File: config.mk
export PLATFORM = sky130hd
export DESIGN_NAME = gpio_port_ctrl
export DESIGN_NICKNAME = d
export VERILOG_FILES = /design/src/rtl/gpio_pkg.sv /design/src/rtl/gpio_regfile.sv /design/src/rtl/gpio_pin_mux.sv /design/src/rtl/gpio_in_fanout.sv /design/src/rtl/gpio_port_ctrl.sv
export SDC_FILE = /design/constraint.sdc
export NUM_CORES = 1
export LEC_CHECK = 0
export BUFFER_PORTS_ARGS = -buffer_cell sky130_fd_sc_hd__buf_2
export CAP_MARGIN = 15
export CORE_ASPECT_RATIO = 0.5
export CORE_UTILIZATION = 45
export CTS_CLUSTER_SIZE = 16
export DETAILED_ROUTE_END_ITERATION = 6
export MAX_ROUTING_LAYER = met4
export PLACE_DENSITY = 0.89
export SYNTH_ARGS = -nofsm -noshare
export SYNTH_HDL_FRONTEND = slang
export SYNTH_SLANG_ARGS = --single-unit
File: constraint.sdc
create_clock -name clk -period 1.05 [get_ports clk]
set_input_delay 0.21 -clock clk [delete_from_list [all_inputs] [get_ports clk]]
set_output_delay 0.21 -clock clk [all_outputs]
set_load 0.02 [all_outputs]
File: src/rtl/gpio_pkg.sv
package gpio_pkg;

    // Word addresses of the register bus
    typedef enum logic [2:0] {
        ADR_DATA    = 3'd0,
        ADR_SET     = 3'd1,
        ADR_CLR     = 3'd2,
        ADR_TGL     = 3'd3,
        ADR_DIR     = 3'd4,
        ADR_FSEL_LO = 3'd5,
        ADR_FSEL_HI = 3'd6,
        ADR_SPARE   = 3'd7
    } reg_addr_e;

    localparam int ADDR_W = 3;

endpackage

File: src/rtl/gpio_regfile.sv
module gpio_regfile
    import gpio_pkg::*;
#(
    parameter int NUM_PINS = 32,
    parameter int SEL_W    = 2
) (
    input  logic                      clk,
    input  logic                      rst_n,
    input  logic                      wr_en,
    input  logic                      rd_en,
    input  logic [ADDR_W-1:0]         addr,
    input  logic [NUM_PINS-1:0]       wdata,
    input  logic [NUM_PINS-1:0]       pad_in,
    output logic [NUM_PINS-1:0]       rdata,
    output logic [NUM_PINS-1:0]       latch,
    output logic [NUM_PINS-1:0]       dir,
    output logic [NUM_PINS*SEL_W-1:0] fsel
);

    localparam int FSEL_W = NUM_PINS * SEL_W;
    localparam int HALF_W = FSEL_W / 2;

    typedef struct packed {
        logic [NUM_PINS-1:0] latch;
        logic [NUM_PINS-1:0] dir;
        logic [FSEL_W-1:0]   fsel;
        logic [NUM_PINS-1:0] rdata;
    } regs_t;

    regs_t st_d, st_q;
    reg_addr_e adr;

    assign adr = reg_addr_e'(addr);

    always_comb begin
        st_d = st_q;
        if (rd_en) begin
            unique case (adr)
                ADR_DATA:    st_d.rdata = pad_in;
                ADR_DIR:     st_d.rdata = st_q.dir;
                ADR_FSEL_LO: st_d.rdata = NUM_PINS'(st_q.fsel[HALF_W-1:0]);
                ADR_FSEL_HI: st_d.rdata = NUM_PINS'(st_q.fsel[FSEL_W-1:HALF_W]);
                default:     st_d.rdata = '0;
            endcase
        end
        if (wr_en) begin
            unique case (adr)
                ADR_DATA:    st_d.latch = wdata;
                ADR_SET:     st_d.latch = st_q.latch | wdata;
                ADR_CLR:     st_d.latch = st_q.latch & ~wdata;
                ADR_TGL:     st_d.latch = st_q.latch ^ wdata;
                ADR_DIR:     st_d.dir   = wdata;
                ADR_FSEL_LO: st_d.fsel[HALF_W-1:0]      = HALF_W'(wdata);
                ADR_FSEL_HI: st_d.fsel[FSEL_W-1:HALF_W] = HALF_W'(wdata);
                default:     st_d = st_d;
            endcase
        end
    end

    always_ff @(posedge clk or negedge rst_n) begin
        if (!rst_n) begin
            st_q <= '0;
        end else begin
            st_q <= st_d;
        end
    end

    assign rdata = st_q.rdata;
    assign latch = st_q.latch;
    assign dir   = st_q.dir;
    assign fsel  = st_q.fsel;

endmodule

File: src/rtl/gpio_pin_mux.sv
module gpio_pin_mux #(
    parameter int NUM_PINS   = 32,
    parameter int NUM_PERIPH = 3,
    parameter int SEL_W      = 2
) (
    input  logic [NUM_PINS-1:0]            latch,
    input  logic [NUM_PINS-1:0]            dir,
    input  logic [NUM_PINS*SEL_W-1:0]      fsel,
    input  logic [NUM_PERIPH*NUM_PINS-1:0] periph_out,
    input  logic [NUM_PERIPH*NUM_PINS-1:0] periph_oe,
    output logic [NUM_PINS-1:0]            pad_out,
    output logic [NUM_PINS-1:0]            pad_oe
);

    for (genvar i = 0; i < NUM_PINS; i++) begin : g_pin
        logic [SEL_W-1:0] sel;
        assign sel = fsel[i*SEL_W +: SEL_W];

        always_comb begin
            pad_out[i] = latch[i];
            pad_oe[i]  = dir[i];
            for (int k = 1; k <= NUM_PERIPH; k++) begin
                if (sel == SEL_W'(k)) begin
                    pad_out[i] = periph_out[(k-1)*NUM_PINS + i];
                    pad_oe[i]  = periph_oe[(k-1)*NUM_PINS + i];
                end
            end
        end
    end

endmodule

File: src/rtl/gpio_in_fanout.sv
module gpio_in_fanout #(
    parameter int NUM_PINS   = 32,
    parameter int NUM_PERIPH = 3
) (
    input  logic [NUM_PINS-1:0]            pad_in,
    output logic [NUM_PERIPH*NUM_PINS-1:0] periph_in
);

    for (genvar k = 0; k < NUM_PERIPH; k++) begin : g_periph
        assign periph_in[k*NUM_PINS +: NUM_PINS] = pad_in;
    end

endmodule

File: src/rtl/gpio_port_ctrl.sv
module gpio_port_ctrl
    import gpio_pkg::*;
#(
    parameter int NUM_PINS   = 32,
    parameter int NUM_PERIPH = 3,
    localparam int SEL_W     = $clog2(NUM_PERIPH + 1),
    localparam int PW        = NUM_PERIPH * NUM_PINS
) (
    input  logic                 clk,
    input  logic                 rst_n,
    input  logic                 bus_wr_en,
    input  logic                 bus_rd_en,
    input  logic [ADDR_W-1:0]    bus_addr,
    input  logic [NUM_PINS-1:0]  bus_wdata,
    output logic [NUM_PINS-1:0]  bus_rdata,
    input  logic [NUM_PINS-1:0]  pad_in,
    output logic [NUM_PINS-1:0]  pad_out,
    output logic [NUM_PINS-1:0]  pad_oe,
    input  logic [PW-1:0]        periph_out,
    input  logic [PW-1:0]        periph_oe,
    output logic [PW-1:0]        periph_in
);

    logic [NUM_PINS-1:0]       latch_w;
    logic [NUM_PINS-1:0]       dir_w;
    logic [NUM_PINS*SEL_W-1:0] fsel_w;

    gpio_regfile #(.NUM_PINS(NUM_PINS), .SEL_W(SEL_W)) u_regs (
        .clk   (clk),
        .rst_n (rst_n),
        .wr_en (bus_wr_en),
        .rd_en (bus_rd_en),
        .addr  (bus_addr),
        .wdata (bus_wdata),
        .pad_in(pad_in),
        .rdata (bus_rdata),
        .latch (latch_w),
        .dir   (dir_w),
        .fsel  (fsel_w)
    );

    gpio_pin_mux #(.NUM_PINS(NUM_PINS), .NUM_PERIPH(NUM_PERIPH), .SEL_W(SEL_W)) u_mux (
        .latch     (latch_w),
        .dir       (dir_w),
        .fsel      (fsel_w),
        .periph_out(periph_out),
        .periph_oe (periph_oe),
        .pad_out   (pad_out),
        .pad_oe    (pad_oe)
    );

    gpio_in_fanout #(.NUM_PINS(NUM_PINS), .NUM_PERIPH(NUM_PERIPH)) u_fan (
        .pad_in   (pad_in),
        .periph_in(periph_in)
    );

endmodule

; Word-level counts from Yosys, hierarchy flattened
; Index checks and enable logic that the tools add are counted.
[word_totals]
regBits = 160
input_bits = 263
out_inout_bits = 192
elab_cells = 312
[classes]
eq_ne = 102
mux = 195
bitwise_logic = 4
n_reduce_logical = 6
[ops]
columns = op, n
row1 = 32-bit case mux with 4 select lines, 2
row2 = 1-bit 2-to-1 mux, 192
row3 = 2-bit equality test (second input constant), 64
row4 = 2-bit by 1-bit equality test with 1-bit output (second input constant), 32
row5 = 32-bit AND, 1
row6 = 32-bit 2-to-1 mux, 1
row7 = 32-bit NOT, 1
row8 = 32-bit OR, 1
row9 = 32-bit bitwise XOR, 1
row10 = 3-bit equality test (second input constant), 3
row11 = 2-bit AND reduction, 4
row12 = 3-bit by 2-bit equality test with 1-bit output (second input constant), 2
row13 = 4-bit nonzero test, 1
row14 = 3-bit by 1-bit equality test with 1-bit output (second input constant), 1
row15 = 3-bit logical NOT, 1

; Longest topological paths before layout
[depth]
ltp_word = 4
ltp_mapped = 6
ltp_nobuf = 5

; Modules after synthesis
; From an unflattened synthesis, not the netlist that was laid out.
[hier_totals]
hier_cells = 891
hier_area_um2 = 11069.4
[modules_own_cells]
columns = module, n_inst, cells_per_inst, area_per_inst_um2, seq_area_each_um2
row1 = gpio_regfile, 1, 731, 8667.1, 4003.8
row2 = gpio_pin_mux, 1, 64, 1681.6, 0.0
row3 = gpio_in_fanout, 1, 96, 720.7, 0.0

; Worst setup path after synthesis
; OpenSTA, ideal clock, no wires.
[synth_path]
kind = input port to flip-flop
start = in bus_addr[1]
end = reg u_regs.st_q, in the netlist u_regs.dir[22]
setup_time_ns = 0.125
arrival_ns = 1.236
t_required_ns = 0.925
setup_slack_ns = -0.311
stages = 6
path_cell_list = buf_4 > nor2_1 > and3_1 > buf_2 > buf_6 > mux2_2
[synth_between]
elab_chain_cells = 2
[synth_rtl]
columns = element, line
row1 = start: declaration, gpio_port_ctrl.sv:13  ; input logic [ADDR_W-1:0] bus_addr,
row2 = 3-bit equality test, gpio_regfile.sv:47  ; unique case (adr)
row3 = 2-bit AND reduction (no source line), -
row4 = end signal: assignment, gpio_regfile.sv:64  ; st_q <= st_d;
row5 = end: declaration, gpio_regfile.sv:30  ; regs_t st_d, st_q;
; No other way between the ends.
; A chain may end at the register's enable or synchronous reset.

; Worst setup path after layout
[layout_path]
start = reg u_regs.st_q, in the netlist u_regs.fsel[18]
end = out pad_out[9]
[layout_between]
elab_chain_cells = 4
word_cells_on_any_way = 6
classes_between = 3 x eq/ne / 3 x mux
[layout_rtl]
columns = element, line
row1 = 2-bit by 1-bit equality test with 1-bit output, gpio_pin_mux.sv:23  ; if (sel == SEL_W'(k)) begin
row2 = 1-bit 2-to-1 mux (2 in a row), gpio_pin_mux.sv:23
row3 = 1-bit 2-to-1 mux *, gpio_pin_mux.sv:23
row4 = end: declaration, gpio_port_ctrl.sv:17  ; output logic [NUM_PINS-1:0] pad_out,
; Every way passes the cells marked *; elsewhere a longest branch is shown, timed or not.

==> flow_summary.json <==
{
  "status": "finished, violations left",
  "violations": "design-rule violations, negative setup slack",
  "dp_worst_setup_slack_ps": -355,
  "grt_max_degree": 41,
  "synthArstFlopShare_pct": 100,
  "crit_arrival_ps": 1650,
  "area_growth_syn_to_layout_pct": 57.0,
  "yosysTopAreaCellShare_pct": 36.7,
  "cap_viol_max_count": 0,
  "p_leak_uw": 0.00810,
  "synth_xor_area_share_pct": 0,
  "synth_flop_cell": "dfrtp_1",
  "synthSimpleGateAreaFrac_pct": 7.23,
  "die-area_sq_mm": 0.0249,
  "seq_area_frac_synth_pct": 36.7,
  "layout-drive-gt1-share_pct": 67.2,
  "ant_nets": 0,
  "finClkSkew_ps": 12.8,
  "hold-worst-slack_ps": 83.2,
  "synth.mux.area_fraction_pct": 26.0,
  "period_needed_ps": 1860,
  "fmax_mhz": 537,
  "crit_slowest_cell": "mux4_2",
  "path_buf_inv": 1,
  "worst_slew_pin_slew_ps": 492,
  "synth_fa_ha_area_share_pct": 7.33,
  "critPathKind": "flop to output port",
  "maxSlewHeadroom_pct": 67.2,
  "path_cells": "mux4_2, buf_6",
  "cp_top_family": "multiplexers",
  "ff2ff_path_depth": 5,
  "drtIter0Drc": 1469,
  "grt_pass1_wl_um": 68300,
  "syn_area_per_cell_sq_um": 10.9,
  "start_kind": "flop",
  "cts_buffers": 17,
  "end_kind": "output port",
  "start_util_pct": 46.8,
  "yosysMostFrequentCell": "dfrtp_1",
  "cts_max_level": 4,
  "grt_pass1_vias": 11500,
  "chipWidth_um": 222,
  "r2r_end": "u_regs.latch[13]",
  "finalSetupViolations": 155,
  "synth_area_leaders": "dfrtp_1, mux4_2, ha_1, buf_4, mux2_2",
  "num_vias": 12000,
  "ff2ff_setup_slack_ps": -290,
  "finalHoldViolations": 0,
  "wl_per_cell_um": 27.9,
  "synth_top_family_by_area": "multiplexers",
  "clock_latency_ps": 440,
  "drc": 3,
  "path_max_fanout": 3,
  "hp-class": "input port to flop",
  "ir_worst_vdd_mv": 0.988,
  "core-area_sq_mm": 0.0233,
  "syn-num-nets": 1328,
  "num_rows": 39,
  "cts_tree": "built",
  "die_h_um": 112,
  "gp_congestion": 0.976,
  "grt_overflow_total": 0,
  "antenna_found_initial": 6,
  "cp.required_ps": 840,
  "num_io_pins": 455,
  "grt_use_total_pct": 37.3,
  "powerDensity_mw_per_mm2": 1670,
  "post-route-period-util_pct": 177,
  "worstSetupEndpoint": "pad_out[9]",
  "critical-path-max-stage-delay_ps": 570,
  "synth_compound_area_share_pct": 10.2,
  "setup_ws_ps": -813,
  "synth_edf_count": 0,
  "cts_sinks": 160,
  "post-route-cell-area_sq_mm": 0.0171,
  "firstDrtPassIters": 7,
  "nets": 1880,
  "critPathLaunch": "u_regs.fsel[18]",
  "rsz0062_at_grt": "yes",
  "synth_seq_cells": 160,
  "cts_buffer_depth": 2,
  "syn_inst": 1001,
  "placed_area_sq_mm": 0.0146,
  "reg2reg_from": "u_regs.latch[13]",
  "maxSlewViolCount": 0,
  "ys_top_cells_by_count": "dfrtp_1, buf_4, inv_1",
  "vias_per_cell": 6.39,
  "crit_cells": 2,
  "ys_types": 29,
  "synthesis.area_sq_mm": 0.0109,
  "synth_top_cell_by_area": "dfrtp_1",
  "yosysWarnings": 0,
  "fin_util_pct": 73.5,
  "clk_pin_slew_ps": 80,
  "clk_root_buffer_cell": "clkbuf_16",
  "port_buffers": 454,
  "routed_wirelength_um": 52400,
  "dpl.hpwl_um": 31300
}
cell type report:
| type | count | area (sq um) |
|---|---|---|
| tap | 307 | 384 |
| inverter | 95 | 394 |
| fill | 1323 | 6180 |
| multi-input combinational | 588 | 6620 |
| antenna | 8 | 20.0 |
| clock buffer | 18 | 439 |
| clock inverter | 14 | 105 |
| timing repair buffer | 691 | 5140 |
| sequential | 160 | 4050 |
cells by family after synthesis:
logic type,after synthesis
buf+inv,253
mux,195
simple gates,171
flops,160
compound gates,158
fa+ha+maj,64
per-stage QoR:
step                setup TNS (ps)  instances  power (uW)
finish                      -56090       1881       28600
global route                -60300       1879       29400
CTS                         -54160       1849       26500
detailed placement          -61960       1803       18600
global placement            -56960       1803       18200
floorplan                   -20770       1001       14200
placed cells by master, fill, tap and decap left out, types with 2 or more instances in the layout:
master      count
o21ai_0        59
nand3_1        38
ha_1           33
diode_2         8
o221ai_2       54
mux2_1          5
clkbuf_16      18
ha_4           30
mux4_2         64
mux2i_1        35
o221ai_1        9
inv_6           5
clkinv_2        4
o21ai_1         2
clkinvlp_4      2
o21a_1         30
inv_4          15
inv_2           8
mux2i_4         4
buf_12         17
nand3_2        19
nand3b_1        8
inv_1          72
mux2_2         44
buf_4         156
nand2b_1        2
clkinv_4        3
mux2i_2        24
dfrtp_2        37
buf_2         355
dfrtp_1       123
mux2_4         19
nand2_1        94
buf_6         161
registers in the layout (all words and copies together), names as in the netlist:
register	count
u_regs.latch	32
u_regs.dir	32
u_regs.rdata	32
u_regs.fsel	64
where the power goes:
| group | internal [uW] | total (uW) | switching [uW] | leakage [uW] |
|---|---|---|---|---|
| combinational | 7260 | 13500 | 6220 | 0.00587 |
| clock | 3120 | 6080 | 2960 | 0.000268 |
| sequential | 7380 | 9070 | 1680 | 0.00195 |
| total | 17800 | 28600 | 10900 | 0.00810 |
worst min-delay path by stage:
stage                  endpoint        from  slack, ps  cells after the start
2_1_floorplan     u_regs.dir[0]       rst_n        -90                      0
3_3_place_gp   u_regs.rdata[31]       rst_n         90                      1
3_5_place_dp   u_regs.rdata[31]       rst_n         90                      1
4_1_cts        u_regs.rdata[23]  pad_in[23]         50                      3
5_1_grt        u_regs.rdata[23]  pad_in[23]         90                      3
6_report       u_regs.rdata[28]  pad_in[28]         80                      3
worst reg2reg max path: stages (launching register included):
cell      delay (ps)
dfrtp_1          460
buf_6            160
inv_4             40
ha_4             230
mux2i_2          170
o221ai_2         150
layer usage:
layer / global-route usage (%) / routed length [um] / up-vias
met5: - / 0 / -
met4: 17.0 / 3750 / 0
met3: 8.85 / 6330 / 394
met2: 58.8 / 23600 / 1156
met1: 45.9 / 18700 / 5840
li1: - / - / 4627
repair_timing:
| action | in CTS | in global routing |
|---|---|---|
| hold endpoints to repair | 160 | 0 |
| pin swaps | 20 | 31 |
| setup buffers | 21 | 37 |
| gates resized for setup | 302 | 150 |
| hold buffers | 1 | 0 |
| cloned | 0 | 1 |
| setup endpoints to repair | 147 | 192 |
No activity file was read; power rests on OpenSTA's default activity.
